`config.mk`:
```
export PLATFORM = sky130hd
export DESIGN_NAME = branch_predictor
export DESIGN_NICKNAME = d
export VERILOG_FILES = /design/src/rtl/branch_predictor.sv
export SDC_FILE = /design/constraint.sdc
export NUM_CORES = 1
export LEC_CHECK = 0
export BUFFER_PORTS_ARGS = -buffer_cell sky130_fd_sc_hd__buf_4
export CELL_PAD_IN_SITES_DETAIL_PLACEMENT = 0
export CELL_PAD_IN_SITES_GLOBAL_PLACEMENT = 1
export CORE_MARGIN = 3
export CORE_UTILIZATION = 40
export DETAILED_ROUTE_END_ITERATION = 10
export PLACE_DENSITY = 0.69
export SETUP_SLACK_MARGIN = 0.5
export SLEW_MARGIN = 20
export SYNTH_ARGS = -nofsm -noshare
export SYNTH_HDL_FRONTEND = slang
export SYNTH_SLANG_ARGS = --single-unit
```
`constraint.sdc`:
```
create_clock -name clk -period 2.8 [get_ports clk]
set_clock_uncertainty 0.1 [all_clocks]
set_input_delay 0.42 -clock clk [delete_from_list [all_inputs] [get_ports clk]]
set_output_delay 0.42 -clock clk [all_outputs]
set_load 0.02 [all_outputs]
```
`src/rtl/branch_predictor.sv`:
```
module branch_predictor #(
  parameter int ADDR_W   = 8,
  parameter int IDX_W    = 2,
  parameter int CTR_BITS = 2
) (
  input  logic              clk,
  input  logic              rst_n,
  input  logic [ADDR_W-1:0] fetch_pc,
  output logic [ADDR_W-1:0] next_pc,
  output logic              pred_taken,
  output logic              btb_hit,
  input  logic              res_valid,
  input  logic [ADDR_W-1:0] res_pc,
  input  logic              res_taken,
  input  logic [ADDR_W-1:0] res_target,
  output logic              mispredict
);
  localparam int ENTRIES = 1 << IDX_W;
  localparam int TAG_W   = ADDR_W - IDX_W - 2;
  localparam logic [CTR_BITS-1:0] CTR_MAX  = '1;
  localparam logic [CTR_BITS-1:0] CTR_INIT = CTR_BITS'((1 << (CTR_BITS-1)) - 1);

  logic [CTR_BITS-1:0] ctr [ENTRIES];
  logic [ENTRIES-1:0]  vld;
  logic [TAG_W-1:0]    tag [ENTRIES];
  logic [ADDR_W-1:0]   tgt [ENTRIES];

  wire [IDX_W-1:0] f_idx = fetch_pc[IDX_W+1:2];
  wire [TAG_W-1:0] f_tag = fetch_pc[ADDR_W-1:IDX_W+2];
  wire [IDX_W-1:0] r_idx = res_pc[IDX_W+1:2];
  wire [TAG_W-1:0] r_tag = res_pc[ADDR_W-1:IDX_W+2];
  wire unused_lsbs = ^{fetch_pc[1:0], res_pc[1:0]};

  wire [CTR_BITS-1:0] r_ctr = ctr[r_idx];
  logic [CTR_BITS-1:0] ctr_nxt;

  assign pred_taken = ctr[f_idx][CTR_BITS-1];
  assign btb_hit    = vld[f_idx] && (tag[f_idx] == f_tag);
  assign next_pc    = (pred_taken && btb_hit) ? tgt[f_idx] : fetch_pc + ADDR_W'(4);

  wire r_pred = r_ctr[CTR_BITS-1];
  wire r_hit  = vld[r_idx] && (tag[r_idx] == r_tag);
  assign mispredict = res_valid && ((r_pred != res_taken) || (res_taken && !r_hit));

  generate
    if (CTR_BITS == 1) begin : g_last
      assign ctr_nxt = res_taken;
      a_r5_overwrite: assert property (@(posedge clk) disable iff (!rst_n)
        res_valid |=> ctr[$past(r_idx)] == $past(res_taken));
    end else begin : g_sat
      always_comb begin
        if (res_taken) ctr_nxt = (r_ctr == CTR_MAX) ? r_ctr : r_ctr + 1'b1;
        else           ctr_nxt = (r_ctr == '0)      ? r_ctr : r_ctr - 1'b1;
      end
      for (genvar i = 0; i < ENTRIES; i++) begin : g_chk
        a_r4_step: assert property (@(posedge clk) disable iff (!rst_n)
          (ctr[i] == $past(ctr[i])) ||
          ((ctr[i] == $past(ctr[i]) + 1'b1) && ($past(ctr[i]) != CTR_MAX)) ||
          ((ctr[i] == $past(ctr[i]) - 1'b1) && ($past(ctr[i]) != '0)));
      end
    end
  endgenerate

  always_ff @(posedge clk or negedge rst_n) begin
    if (!rst_n) begin
      vld <= '0;
      for (int i = 0; i < ENTRIES; i++) begin
        ctr[i] <= CTR_INIT;
        tag[i] <= '0;
        tgt[i] <= '0;
      end
    end else if (res_valid) begin
      ctr[r_idx] <= ctr_nxt;
      if (res_taken) begin
        vld[r_idx] <= 1'b1;
        tag[r_idx] <= r_tag;
        tgt[r_idx] <= res_target;
      end
    end
  end

  a_r1_empty_after_reset: assert property (@(posedge clk) disable iff (!rst_n)
    $rose(rst_n) |-> !btb_hit);
  a_r6_fill: assert property (@(posedge clk) disable iff (!rst_n)
    res_valid && res_taken |=> vld[$past(r_idx)] && (tag[$past(r_idx)] == $past(r_tag))
                               && (tgt[$past(r_idx)] == $past(res_target)));
  a_r6_nt_keep: assert property (@(posedge clk) disable iff (!rst_n)
    res_valid && !res_taken |=> $stable(vld));
  a_r8_miss_flag: assert property (@(posedge clk) disable iff (!rst_n)
    res_valid && res_taken && !r_hit |-> mispredict);
  a_r8_quiet: assert property (@(posedge clk) disable iff (!rst_n)
    !res_valid |-> !mispredict);
endmodule

```
==> impl_metrics.env <==
export IMPL_synth_top_cell_area_share=0.450
export IMPL_route_detailed_drc=0
export IMPL_sw_frac_of_total=0.283
export IMPL_drive_above_1_share=0.573
export IMPL_place_congestion=0.738
export IMPL_cp_required_ns=2.28
export IMPL_pre_cts_slack_ns=0.00886
export IMPL_clock_root_buffer="clkbuf_8"
export IMPL_power_density_nw_per_um2=713
export IMPL_synth_area_top_cells="dfrtp_1, mux2_2, mux4_2"
export IMPL_r2r_end="ctr[5]"
export IMPL_regToRegStartpoint="ctr[3]"
export IMPL_clkTransAtPathRegs_ns=0.07
export IMPL_ant_nets=0
export IMPL_fin_cells=354
export IMPL_slew_headroom=0.492
export IMPL_wl_microns=6520
export IMPL_hold_slack_ns=0.0379
export IMPL_clock_latency_ns=0.34
export IMPL_yosysWarnings=0
export IMPL_placed_cells=337
export IMPL_fill_cells=632
export IMPL_clkPwrFrac=0.286
export IMPL_synth_edff_count=0
export IMPL_track_usage=0.169
export IMPL_total_power_mw=2.73
export IMPL_synth_distinct_cells=34
export IMPL_combPwrFrac=0.265
export IMPL_fmax_mhz=350
export IMPL_min_period_ns=2.86
export IMPL_grt_pass1_vias=2063
export IMPL_dieArea_sq_um=8890
export IMPL_p_seq_frac=0.449
export IMPL_yosysTopAreaCell="dfrtp_1"
export IMPL_status="complete, but fails checks"
export IMPL_fin_area_sq_um=3820
export IMPL_die_w_microns=94.3
export IMPL_avgSynthCellArea_sq_um=15.1
export IMPL_vias=1869
export IMPL_start_util=0.421
export IMPL_yosysMostFrequentCell="dfrtp_1"
export IMPL_io_buffers=36
export IMPL_rrSetupSlack_ns=0.99
export IMPL_grt_ovfl_total=0
export IMPL_drv_slew=0
export IMPL_cts_sinks=60
export IMPL_synth_ff_type="dfrtp_1"
export IMPL_slowest_stage="mux4_2"
export IMPL_p_leak_nw=1.60
export IMPL_hpwl_microns=4490
export IMPL_ff2ff_path_depth=3
export IMPL_rsz0062_at_grt="true"
export IMPL_diodes=0
export IMPL_post_route_util=0.516
export IMPL_tns_ns=-0.400
export IMPL_vdd_drop_max_mv=0.365
export IMPL_cp_slowest_stage_delay_ns=0.51
export IMPL_hp_class="in2async"
export IMPL_syn_to_final_growth_pct=22.7
export IMPL_dpl_instance_area_sq_um=3530
export IMPL_period_share=1.02
export IMPL_grt_max_degree=61
export IMPL_worstMarginPinSlew_ns=0.762
export IMPL_cp_num_buf_inv=2
export IMPL_dr_pass1_iters=4
export IMPL_synth_seq_cells=60
export IMPL_vias_per_cell=5.28
export IMPL_path_cells="mux4_2 > xnor2_2 > and3_1 > and3_4 > buf_12 > mux2_4 > buf_6"
export IMPL_synthCells=206
export IMPL_htreeDepth=3
export IMPL_setup_violations=7
export IMPL_synth_common_cells="dfrtp_1, mux2_2, mux4_2, mux2_1, xnor2_1"
export IMPL_critical_path_top_delay_family="multiplexers"
export IMPL_io_pins=39
export IMPL_cp_data_arrival_time_ns=2.34
export IMPL_grt_pass1_wl_microns=11000
export IMPL_hold_buffers=0
export IMPL_endpoint_kind="output pin"
export IMPL_violations="setup timing"
export IMPL_antenna_found_initial=0
export IMPL_clock_path_buffers=2
export IMPL_fin_nets=279
export IMPL_yosysSeqAreaShare=0.483
export IMPL_finalHoldViolCount=0
export IMPL_fp_dieH_microns=94.3
export IMPL_design_core_area_sq_um=7410
export IMPL_p_int_mw=1.95
export IMPL_synth_area_sq_um=3120
export IMPL_layout_setup_ws_ns=-0.0592
export IMPL_synthesis_nets=235
export IMPL_cts_buffers=9
export IMPL_crit_path_start_kind="flop"
export IMPL_ys_async_sr_fraction=1.00
export IMPL_drtIter0Drc=84
export IMPL_crit_fanout=8
export IMPL_wl_per_cell_microns=18.4
export IMPL_cap_violations=0
export IMPL_rows=31
export IMPL_cp_num_cells=7
export IMPL_switchingPower_mw=0.772
export IMPL_cts_tree="done"
export IMPL_critPathKind="reg2out"
[power groups by stage]
stage	sequential, mW	combinational (mW)	clock (mW)
finish	1.22	0.724	0.779
global placement	1.23	0.678	0
floorplan	1.19	0.515	0
CTS	1.22	0.716	0.810
detailed placement	1.24	0.689	0
global route	1.25	0.787	0.855
[layer usage]
layer | share of wire | track usage | routed length, microns
met1 | 0.44 | 0.219 | 2880
met2 | 0.51 | 0.269 | 3310
met3 | 0.035 | 0.0529 | 230
met5 | 0 | 0 | 0
met4 | 0.015 | 0.0542 | 95
[cell usage in the layout, fill, tap and decap left out, types with 4 or more instances in the layout]
cell      count
mux2_2       44
nand3_1       4
dfstp_2       4
mux2_1       13
clkbuf_8      9
nand2_1       4
buf_4        36
mux2_4        7
xnor2_2       4
dfrtp_1      56
buf_6        10
xor2_1        4
xnor2_1       4
mux4_2       19
[how the worst max path moves through the flow]
stage                             to        start  slack (ns)
final                     next_pc[6]       tag[1]       -0.06
after CTS                 next_pc[5]       tag[1]       -0.11
after global routing      next_pc[5]       tag[1]       -0.15
after floorplan           next_pc[0]  fetch_pc[2]        0.31
after detailed placement  next_pc[5]  fetch_pc[2]       0.009
after global placement    next_pc[5]  fetch_pc[2]        0.01
[kinds of logic (layout without fill, tap and decap cells)]
| logic type | count (synthesis) | after routing | synth area share |
|---|---|---|---|
| buffers and inverters | 16 | 65 | 0.0285 |
| AO/OA/AOI/OAI | 2 | 2 | 0.00441 |
| AND/OR/NAND/NOR | 25 | 25 | 0.0458 |
| XOR/XNOR | 13 | 13 | 0.0365 |
| multiplexers | 87 | 87 | 0.391 |
| flip-flops | 60 | 60 | 0.483 |
| adder cells (fa/ha/maj) | 3 | 3 | 0.0104 |
[state kept, by name, summed over array words and instances (netlist names)]
register  flops
tag          16
tgt          32
ctr           8
vld           4
[cell type report]
type / count / area, sq um / share of cell area
Clock buffer: 9 / 124 / 0.0324
Clock inverter: 7 / 75.1 / 0.0196
Inverter: 2 / 7.51 / 0.00196
Multi-Input combinational cell: 130 / 1580 / 0.414
Sequential cell: 60 / 1510 / 0.394
Tap cell: 99 / 124 / 0.0324
Timing Repair Buffer: 47 / 403 / 0.105
[what timing repair did]
item | CTS | global route
setup buffers | 0 | 1
gates resized for setup | 14 | 4
endpoints found under the setup margin | 10 | 10
pin swaps | 3 | 2
Power figures use the tool's default switching activity.
